`config.mk`:
```
export PLATFORM = sky130hd
export DESIGN_NAME = rx_da_filter
export DESIGN_NICKNAME = d
export VERILOG_FILES = /design/src/rtl/rxf_pkg.sv /design/src/rtl/rxf_delay_line.sv /design/src/rtl/rxf_addr_match.sv /design/src/rtl/rxf_ctrl.sv /design/src/rtl/rx_da_filter.sv
export SDC_FILE = /design/constraint.sdc
export NUM_CORES = 1
export LEC_CHECK = 0
export BUFFER_PORTS_ARGS = -buffer_cell sky130_fd_sc_hd__buf_4
export CELL_PAD_IN_SITES_DETAIL_PLACEMENT = 0
export CELL_PAD_IN_SITES_GLOBAL_PLACEMENT = 1
export CORE_ASPECT_RATIO = 1.5
export CORE_UTILIZATION = 38
export DETAILED_ROUTE_END_ITERATION = 8
export PLACE_DENSITY = 0.85
export SETUP_SLACK_MARGIN = 0.05
export SKIP_CTS_REPAIR_TIMING = 1
export SYNTH_ARGS = -nofsm -noshare
export SYNTH_HDL_FRONTEND = slang
export SYNTH_SLANG_ARGS = --single-unit
```
`constraint.sdc`:
```
create_clock -name clk -period 2.31 [get_ports clk]
set_input_delay 0.462 -clock clk [delete_from_list [all_inputs] [get_ports clk]]
set_output_delay 0.462 -clock clk [all_outputs]
set_load 0.05 [all_outputs]
```
`src/rtl/rxf_pkg.sv`:
```
package rxf_pkg;
  localparam int BYTE_W = 8;
  localparam int CFG_W  = 32;

  // control bit positions inside the upper configuration word
  localparam int HI_DISC_UC   = 16;
  localparam int HI_DISC_BC   = 17;
  localparam int HI_DISC_MC   = 18;
  localparam int HI_LEN_CHK   = 19;
  localparam int HI_CRC_STRIP = 20;
  localparam int HI_CRC_IGN   = 21;

  typedef enum logic [2:0] {
    ST_IDLE,
    ST_FILL,
    ST_PASS,
    ST_DROP,
    ST_DRAIN
  } rxf_state_e;

  typedef struct packed {
    logic disc_uc;
    logic disc_bc;
    logic disc_mc;
    logic len_chk;
    logic crc_strip;
    logic crc_ign;
  } rxf_ctl_t;

  function automatic rxf_ctl_t unpack_ctl(input logic [CFG_W-1:0] hi);
    rxf_ctl_t c;
    c.disc_uc   = hi[HI_DISC_UC];
    c.disc_bc   = hi[HI_DISC_BC];
    c.disc_mc   = hi[HI_DISC_MC];
    c.len_chk   = hi[HI_LEN_CHK];
    c.crc_strip = hi[HI_CRC_STRIP];
    c.crc_ign   = hi[HI_CRC_IGN];
    return c;
  endfunction
endpackage

```
`src/rtl/rxf_delay_line.sv`:
```
module rxf_delay_line #(
  parameter int DEPTH = 6,
  parameter int W     = 8
) (
  input  logic               clk,
  input  logic               shift_en,
  input  logic [W-1:0]       din,
  output logic [DEPTH*W-1:0] taps
);
  // tap 0 is the newest byte, tap DEPTH-1 the oldest
  logic [W-1:0] stage_q [DEPTH];

  always_ff @(posedge clk) begin
    if (shift_en) stage_q[0] <= din;
  end

  genvar k;
  generate
    for (k = 1; k < DEPTH; k++) begin : g_stage
      always_ff @(posedge clk) begin
        if (shift_en) stage_q[k] <= stage_q[k-1];
      end
    end
    for (k = 0; k < DEPTH; k++) begin : g_tap
      assign taps[k*W +: W] = stage_q[k];
    end
  endgenerate
endmodule

```
`src/rtl/rxf_addr_match.sv`:
```
module rxf_addr_match
  import rxf_pkg::*;
#(
  parameter int NB = 6
) (
  input  logic [NB*BYTE_W-1:0] da,       // byte i (wire order) at [i*8 +: 8]
  input  logic [NB*BYTE_W-1:0] station,
  input  rxf_ctl_t             ctl,
  output logic                 reject
);
  logic [NB-1:0] byte_eq;
  logic [NB-1:0] byte_ff;

  genvar i;
  generate
    for (i = 0; i < NB; i++) begin : g_cmp
      assign byte_eq[i] = (da[i*BYTE_W +: BYTE_W] == station[i*BYTE_W +: BYTE_W]);
      assign byte_ff[i] = &da[i*BYTE_W +: BYTE_W];
    end
  endgenerate

  logic is_bc, is_mc, is_uc, is_hit;

  always_comb begin
    is_bc  = &byte_ff;
    is_mc  = da[0] & ~is_bc;
    is_uc  = ~da[0];
    is_hit = &byte_eq;
    reject = (ctl.disc_bc & is_bc) |
             (ctl.disc_mc & is_mc) |
             (ctl.disc_uc & is_uc & ~is_hit);
  end
endmodule

```
`src/rtl/rxf_ctrl.sv`:
```
module rxf_ctrl
  import rxf_pkg::*;
#(
  parameter int DA_BYTES  = 6,
  parameter int CRC_BYTES = 4,
  parameter int LEN_W     = 14
) (
  input  logic                       clk,
  input  logic                       rst_n,
  input  rxf_ctl_t                   ctl,
  input  logic [LEN_W-1:0]           max_len,
  input  logic                       in_valid,
  input  logic [BYTE_W-1:0]          in_data,
  input  logic                       in_sof,
  input  logic                       in_eof,
  input  logic                       in_crc_err,
  input  logic                       reject,
  input  logic [DA_BYTES*BYTE_W-1:0] taps,
  output logic                       shift_en,
  output logic [BYTE_W-1:0]          shift_din,
  output logic                       out_valid,
  output logic [BYTE_W-1:0]          out_data,
  output logic                       out_sof,
  output logic                       out_eof,
  output logic                       out_err,
  output logic                       out_verdict,
  output logic                       out_drop
);
  localparam int DL_W = $clog2(DA_BYTES + 1);
  localparam logic [DL_W-1:0] DRAIN_FULL  = DL_W'(DA_BYTES);
  localparam logic [DL_W-1:0] DRAIN_STRIP = DL_W'(DA_BYTES - CRC_BYTES);
  localparam logic [LEN_W-1:0] LAST_DA    = LEN_W'(DA_BYTES - 1);

  rxf_state_e        st_q, st_d;
  logic [LEN_W-1:0]  cnt_q, cnt_d;
  logic [DL_W-1:0]   dl_q, dl_d;
  logic              skip_q, skip_d;
  logic              first_q, first_d;
  logic              err_q, err_d;
  logic              ov_d, os_d, oe_d, oerr_d, vv_d, vd_d;
  logic [BYTE_W-1:0] od_d;
  logic [BYTE_W-1:0] oldest;
  logic [LEN_W-1:0]  cnt_inc;
  logic              end_err;
  logic [DL_W-1:0]   drain_len;

  assign oldest    = taps[(DA_BYTES-1)*BYTE_W +: BYTE_W];
  assign cnt_inc   = (&cnt_q) ? cnt_q : cnt_q + 1'b1;
  assign end_err   = in_crc_err & ~ctl.crc_ign;
  assign drain_len = ctl.crc_strip ? DRAIN_STRIP : DRAIN_FULL;

  always_comb begin
    st_d      = st_q;
    cnt_d     = cnt_q;
    dl_d      = dl_q;
    skip_d    = skip_q;
    first_d   = first_q;
    err_d     = err_q;
    shift_en  = 1'b0;
    shift_din = in_data;
    ov_d      = 1'b0;
    od_d      = oldest;
    os_d      = 1'b0;
    oe_d      = 1'b0;
    oerr_d    = 1'b0;
    vv_d      = 1'b0;
    vd_d      = 1'b0;
    unique case (st_q)
      ST_IDLE: begin
        if (in_valid && in_sof) begin
          shift_en = 1'b1;
          cnt_d    = LEN_W'(1);
          if (in_eof) begin            // single-byte runt
            vv_d = 1'b1;
            vd_d = 1'b1;
          end else begin
            st_d = ST_FILL;
          end
        end
      end
      ST_FILL: begin
        if (in_valid) begin
          shift_en = 1'b1;
          cnt_d    = cnt_inc;
          if (cnt_q == LAST_DA) begin  // sixth destination byte
            vv_d = 1'b1;
            vd_d = reject;
            if (reject) begin
              st_d = in_eof ? ST_IDLE : ST_DROP;
            end else begin
              first_d = 1'b1;
              if (in_eof) begin
                err_d  = end_err;
                dl_d   = drain_len;
                skip_d = 1'b0;
                st_d   = ST_DRAIN;
              end else begin
                st_d = ST_PASS;
              end
            end
          end else if (in_eof) begin
            vv_d = 1'b1;
            vd_d = 1'b1;
            st_d = ST_IDLE;
          end
        end
      end
      ST_PASS: begin
        if (in_valid) begin
          if (ctl.len_chk && cnt_q == max_len) begin  // cut
            err_d  = 1'b1;
            dl_d   = DRAIN_FULL;
            skip_d = ~in_eof;
            st_d   = ST_DRAIN;
          end else begin
            shift_en = 1'b1;
            cnt_d    = cnt_inc;
            ov_d     = 1'b1;
            os_d     = first_q;
            first_d  = 1'b0;
            if (in_eof) begin
              err_d  = end_err;
              dl_d   = drain_len;
              skip_d = 1'b0;
              st_d   = ST_DRAIN;
            end
          end
        end
      end
      ST_DRAIN: begin
        shift_en  = 1'b1;
        shift_din = '0;
        ov_d      = 1'b1;
        os_d      = first_q;
        first_d   = 1'b0;
        dl_d      = dl_q - 1'b1;
        if (in_valid && in_eof) skip_d = 1'b0;
        if (dl_q == DL_W'(1)) begin
          oe_d   = 1'b1;
          oerr_d = err_q;
          st_d   = (skip_q && !(in_valid && in_eof)) ? ST_DROP : ST_IDLE;
        end
      end
      ST_DROP: begin
        if (in_valid && in_eof) st_d = ST_IDLE;
      end
      default: st_d = ST_IDLE;
    endcase
  end

  always_ff @(posedge clk or negedge rst_n) begin
    if (!rst_n) begin
      st_q        <= ST_IDLE;
      cnt_q       <= '0;
      dl_q        <= '0;
      skip_q      <= 1'b0;
      first_q     <= 1'b0;
      err_q       <= 1'b0;
      out_valid   <= 1'b0;
      out_data    <= '0;
      out_sof     <= 1'b0;
      out_eof     <= 1'b0;
      out_err     <= 1'b0;
      out_verdict <= 1'b0;
      out_drop    <= 1'b0;
    end else begin
      st_q        <= st_d;
      cnt_q       <= cnt_d;
      dl_q        <= dl_d;
      skip_q      <= skip_d;
      first_q     <= first_d;
      err_q       <= err_d;
      out_valid   <= ov_d;
      out_data    <= od_d;
      out_sof     <= os_d;
      out_eof     <= oe_d;
      out_err     <= oerr_d;
      out_verdict <= vv_d;
      out_drop    <= vd_d;
    end
  end
endmodule

```
`src/rtl/rx_da_filter.sv`:
```
module rx_da_filter
  import rxf_pkg::*;
#(
  parameter int DA_BYTES  = 6,
  parameter int CRC_BYTES = 4,
  parameter int LEN_W     = 14
) (
  input  logic              clk,
  input  logic              rst_n,
  input  logic [CFG_W-1:0]  cfg_addr_lo,
  input  logic [CFG_W-1:0]  cfg_addr_hi,
  input  logic [LEN_W-1:0]  cfg_max_len,
  input  logic              in_valid,
  input  logic [BYTE_W-1:0] in_data,
  input  logic              in_sof,
  input  logic              in_eof,
  input  logic              in_crc_err,
  output logic              out_valid,
  output logic [BYTE_W-1:0] out_data,
  output logic              out_sof,
  output logic              out_eof,
  output logic              out_err,
  output logic              out_verdict,
  output logic              out_drop
);
  localparam int VEC_W = DA_BYTES * BYTE_W;

  rxf_ctl_t          ctl;
  logic [VEC_W-1:0]  station;
  logic [VEC_W-1:0]  taps;
  logic [VEC_W-1:0]  da;
  logic              reject;
  logic              shift_en;
  logic [BYTE_W-1:0] shift_din;

  assign ctl     = unpack_ctl(cfg_addr_hi);
  // wire byte 0 is the low byte of the lower word
  assign station = {cfg_addr_hi[15:0], cfg_addr_lo};

  // destination bytes 0..DA_BYTES-2 sit in the line, the last is on the input
  genvar i;
  generate
    for (i = 0; i < DA_BYTES; i++) begin : g_da
      if (i == DA_BYTES - 1) begin : g_live
        assign da[i*BYTE_W +: BYTE_W] = in_data;
      end else begin : g_held
        assign da[i*BYTE_W +: BYTE_W] = taps[(DA_BYTES-2-i)*BYTE_W +: BYTE_W];
      end
    end
  endgenerate

  rxf_delay_line #(.DEPTH(DA_BYTES), .W(BYTE_W)) u_line (
    .clk      (clk),
    .shift_en (shift_en),
    .din      (shift_din),
    .taps     (taps)
  );

  rxf_addr_match #(.NB(DA_BYTES)) u_match (
    .da      (da),
    .station (station),
    .ctl     (ctl),
    .reject  (reject)
  );

  rxf_ctrl #(.DA_BYTES(DA_BYTES), .CRC_BYTES(CRC_BYTES), .LEN_W(LEN_W)) u_ctrl (
    .clk         (clk),
    .rst_n       (rst_n),
    .ctl         (ctl),
    .max_len     (cfg_max_len),
    .in_valid    (in_valid),
    .in_data     (in_data),
    .in_sof      (in_sof),
    .in_eof      (in_eof),
    .in_crc_err  (in_crc_err),
    .reject      (reject),
    .taps        (taps),
    .shift_en    (shift_en),
    .shift_din   (shift_din),
    .out_valid   (out_valid),
    .out_data    (out_data),
    .out_sof     (out_sof),
    .out_eof     (out_eof),
    .out_err     (out_err),
    .out_verdict (out_verdict),
    .out_drop    (out_drop)
  );
endmodule

```
## Word-level counts from Yosys, hierarchy flattened

Memories as Yosys holds them, arrays and structs flattened. A register that Yosys moved wholly into a read port is not among the register bits.
Index checks and enable logic that the tools add are counted.

| cells by class | value |
|---|---|
| $add $sub $neg | 2 |
| eq/ne operators | 25 |
| multiplexer cells | 74 |
| bitwise logic cells | 13 |
| reductions and logical operators | 19 |

Operator list:

| cell | count |
|---|---|
| 14-bit 2-to-1 mux | 5 |
| 3-bit 2-to-1 mux | 19 |
| 8-bit equality test | 6 |
| 48-bit AND reduction | 1 |
| 14-bit case mux with 3 select lines | 1 |
| 1-bit 2-to-1 mux | 36 |
| 6-bit AND reduction | 3 |
| 3-bit case mux with 5 select lines | 1 |
| 5-bit AND reduction | 3 |
| 14-bit by 1-bit adder with 14-bit output, second input constant | 1 |
| 14-bit equality test | 1 |
| 14-bit by 3-bit equality test with 1-bit output, second input constant | 1 |
| 14-bit AND reduction | 1 |
| 2-bit by 1-bit inequality test with 1-bit output, second input constant | 5 |
| 2-bit inequality test, second input constant | 5 |
| 1-bit case mux with 2 select lines | 5 |
| 3-bit case mux with 3 select lines | 1 |
| 8-bit 2-to-1 mux | 1 |
| 8-bit AND reduction | 1 |
| 1-bit AND | 6 |
| 3-bit by 1-bit equality test with 1-bit output, second input constant | 2 |
| 3-bit by 2-bit equality test with 1-bit output, second input constant | 2 |
| 3-bit by 2-bit inequality test with 1-bit output, second input constant | 2 |
| 1-bit case mux with 3 select lines | 2 |
| other kinds (11) | 22 |

| storage, ports and cells | value |
|---|---|
| flip-flop bits (word level) | 29 |
| memory bits (writable) | 48 |
| input bits | 92 |
| output and inout bits | 14 |
| logic and storage cells | 146 |
| memories kept | 1 |

Memories:

| name | words | bits a word | read ports | clocked after Yosys merged registers in | write ports | RTL line | RTL |
|---|---|---|---|---|---|---|---|
| u_line.stage_q | 6 | 8 | 6 | 1 | 6 | rxf_delay_line.sv:11 | `logic [W-1:0] stage_q [DEPTH];` |

## Depth between registers and ports, before layout

An unclocked memory read counts as a cell.

| depth | value |
|---|---|
| word-level depth | 11 |
| depth in mapped cells | 9 |
| depth with buffers taken out | 8 |

## Hierarchy

Synthesis repeated with hierarchy kept, for this count alone.

| second synthesis, totals | value |
|---|---|
| cells, all modules | 365 |
| area total of the unflattened synthesis | 4319.1 sq um |

Modules (own cells, without submodules):

| module | instances | cells an instance | area each (sq um) | sequential area each (sq um) |
|---|---|---|---|---|
| rxf_ctrl | 1 | 233 | 2217.1 | 925.9 |
| rxf_delay_line | 1 | 48 | 1441.4 | 1441.4 |
| rxf_addr_match | 1 | 84 | 660.6 | 0.0 |

## Worst setup path after synthesis

No wires, ideal clock.

| timing | value |
|---|---|
| kind | input -> register |
| start | input port cfg_max_len[0] |
| end | memory u_line.stage_q[0][0] (enable) |
| data arrival time | 2.065 ns |
| required time | 1.940 ns |
| setup slack | -0.125 ns |
| cell stages on the path | 6 |
| path buffers | 0 |
| path through | xnor2_1 nand4_1 or4_1 nand3_1 a21oi_1 or2_2 |

RTL lines:

| element | RTL line | RTL |
|---|---|---|
| from (decl) | rx_da_filter.sv:12 | `input logic [LEN_W-1:0] cfg_max_len,` |
| to (decl) | rxf_delay_line.sv:11 |  |

==> impl_metrics.tcl <==
set metrics [dict create \
    status "complete, but fails checks" \
    failed_checks "setup timing" \
    slowest_delay_ns 0.58 \
    numCtsBuffers 9 \
    synth_edf_count 48 \
    clk_pin_slew_ns 0.07 \
    grt_start_max_net_pins 38 \
    p_total_mw 7.85 \
    die-height_um 134 \
    worst_slack_ns -0.0172 \
    cts_tree "built" \
    first_pass_iters 4 \
    core-area_mm2 0.0115 \
    via_per_inst 5.36 \
    post_dp_cell_area_mm2 0.00583 \
    slew_viol_final 0 \
    portBuffers 95 \
    worstMarginPinSlew_ns 0.512 \
    relSlewSlack 0.658 \
    crit_required_ns 2.57 \
    syn_nets 481 \
    synth-async-reset-ratio 0.435 \
    max_freq_ghz 0.430 \
    wl_mm 12.8 \
    path_class "flip-flop to flip-flop" \
    p_leak_nw 2.65 \
    boundaryPins 106 \
    finalInstanceArea_mm2 0.00651 \
    track_usage 0.204 \
    clkSinkCount 85 \
    synth_area_mm2 0.00444 \
    ant_nets 0 \
    critPathLaunchType "flip-flop" \
    num_rows 48 \
    dp.cells 686 \
    ys.flop_type "edfxtp_1" \
    dieWidth_um 90.3 \
    clk_path_buf_depth 2 \
    crit_fanout 4 \
    ys_types 56 \
    dpl.hpwl_mm 9.57 \
    grt_pass1_vias 3837 \
    worst_ir_drop_vdd_mv 0.533 \
    insertion_delay_ns 0.35 \
    min_path_type "primary input to asynchronous set/reset pin" \
    place_ws_ns -0.191 \
    h-tree-depth 3 \
    crit_top_cell "or4_4" \
    final_util 0.567 \
    cts_root_buf "clkbuf_16" \
    finalCriticalPeriod_ns 2.33 \
    grt_pass1_wl_mm 18.9 \
    routabilityCongestion 0.857 \
    period_share 1.01 \
    rsz0062_at_grt "yes" \
    ys_ff_latch 85 \
    synth_cells 385 \
    yosys_warnings 0 \
    syn2layout_area_growth_pct 46.5 \
    vias 3858 \
    fin_hold_ws_ns 0.0905 \
    final-instance-count-excl-fill 720 \
    worstSetupEndpointType "flip-flop" \
    synth.yosys.seq_area_share 0.533 \
    drtIter0Drc 262 \
    antenna_found_initial 0 \
    drive_gt1_frac 0.432 \
    antennaDiodeCount 0 \
    crit_family "simple AND/OR/NAND/NOR gates" \
    fin_skew_ns 0.0105 \
    die-area_mm2 0.0121 \
    hold_viol 0 \
    drv_cap 0 \
    setup_violations 5 \
    tns_ns -0.0192 \
    gr-total-overflow 0 \
    avgSynthCellArea_um2 11.5 \
    powerDensity_mw_per_mm2 1210 \
    critical_path.cell_chain "nand4_1, or4_4, o311ai_4, nand4_4, or4_4, o211ai_2" \
    nets 661 \
    wl_per_cell_um 17.8 \
    cpMaxStageDelayCell "or4_4" \
    initial_core_util 0.387 \
    crit_arrival_ns 2.59 \
    drcViolationCount 0 \
    path_buf_inv 0 \
]
placed cells by master (no fill, tap or decap), types with 2 or more instances in the layout:
cell type  count
inv_6          2
o31a_1         2
a21oi_2        2
o211ai_1       4
clkbuf_16     14
buf_4        174
ha_1           4
nor2b_1        9
nand2_1       24
nor3_1         5
nand3_2        2
and3_1         2
mux2_2         2
dfrtp_2        7
buf_6          2
mux2i_1        6
o211a_1        2
inv_1         13
nand4_1       32
or4_4          6
nor4b_1        2
a21o_1         2
and2_1         4
nand2b_1      10
xnor2_1       53
nor4_1         6
edfxtp_1      48
buf_12         2
dfrtp_1       30
xnor2_2        9
or2_4          2
or4_1          8
a22oi_1        3
o21ai_0        6
a21oi_1        9
o31ai_1        6
nor4_2         2
nor2_1        10
nand3_1       11
area by class of cell:
cell class	count	area [um2]
Multi-Input combinational cell	275	2140
Tap cell	150	188
Timing Repair Buffer	181	1440
Clock buffer	12	279
Inverter	13	48.8
Fill cell	961	4960
Sequential cell	85	2380
Clock inverter	4	33.8
synth_stat cells (all sizes together) (6+ instances only):
| master | count | share of area |
|---|---|---|
| edfxtp | 48 | 0.32 |
| inv | 13 | 0.011 |
| dfrtp | 37 | 0.21 |
| o21ai | 8 | 0.0099 |
| nor4 | 8 | 0.011 |
| a21oi | 11 | 0.012 |
| nor2b | 10 | 0.014 |
| nand4 | 34 | 0.051 |
| or4 | 14 | 0.027 |
| nand2 | 25 | 0.021 |
| o31ai | 6 | 0.010 |
| nand2b | 10 | 0.014 |
| nor2 | 11 | 0.0093 |
| mux2i | 6 | 0.014 |
| xnor2 | 62 | 0.12 |
| nand3 | 13 | 0.016 |
| buf | 8 | 0.0099 |
routing by layer:
metal	share of wire	GRT usage
met3	0.055	0.0368
met2	0.55	0.385
met4	0.032	0.0950
met5	0	0
met1	0.37	0.219
cells by family after synthesis:
| kind of cell | Yosys count | share of synthesized area |
|---|---|---|
| AO/OA/AOI/OAI | 53 | 0.0907 |
| XOR/XNOR | 62 | 0.122 |
| adder cells (fa/ha/maj) | 4 | 0.0113 |
| buffers and inverters | 25 | 0.0242 |
| flip-flops | 85 | 0.533 |
| multiplexers | 9 | 0.0220 |
| AND/OR/NAND/NOR | 147 | 0.197 |
flip-flops by register name (all words and copies together) (netlist names):
| name | cells |
|---|---|
| u_ctrl.out_sof | 1 |
| u_ctrl.out_data | 8 |
| u_ctrl.out_verdict | 1 |
| u_ctrl.dl_q | 3 |
| u_ctrl.cnt_q | 14 |
| u_line.stage_q | 48 |
| u_ctrl.first_q | 1 |
| u_ctrl.out_valid | 1 |
| u_ctrl.out_err | 1 |
| u_ctrl.skip_q | 1 |
| u_ctrl.st_q | 3 |
| u_ctrl.out_eof | 1 |
| u_ctrl.out_drop | 1 |
| u_ctrl.err_q | 1 |
worst paths after layout:
kind / startpoint / cells past startpoint / slack, ns / to
worst max-delay path: u_line.stage_q[3][6]$_DFFE_PP_ / 6 / -0.02 / u_ctrl.err_q$_DFFE_PN0P_
worst min-delay path: rst_n / 1 / 0.09 / u_ctrl.out_data[7]$_DFF_PN0_
worst min register to register: u_line.stage_q[5][7]$_DFFE_PP_ / 0 / 0.35 / u_ctrl.out_data[7]$_DFF_PN0_
max in group asynchronous: rst_n / 1 / 1.83 / u_ctrl.cnt_q[6]$_DFFE_PN0P_
min in group clk: u_line.stage_q[5][7]$_DFFE_PP_ / 0 / 0.35 / u_ctrl.out_data[7]$_DFF_PN0_
worst max register to register: u_line.stage_q[3][6]$_DFFE_PP_ / 6 / -0.02 / u_ctrl.err_q$_DFFE_PN0P_
power by group:
part / leakage (nW) / total, mW / internal, mW / switching (mW)
Sequential: 0.921 / 2.99 / 2.49 / 0.497
Clock: 0.156 / 1.51 / 0.875 / 0.632
Combinational: 1.57 / 3.36 / 1.64 / 1.72
Total: 2.65 / 7.85 / 5.00 / 2.84
(Power assumes the default switching activity.)
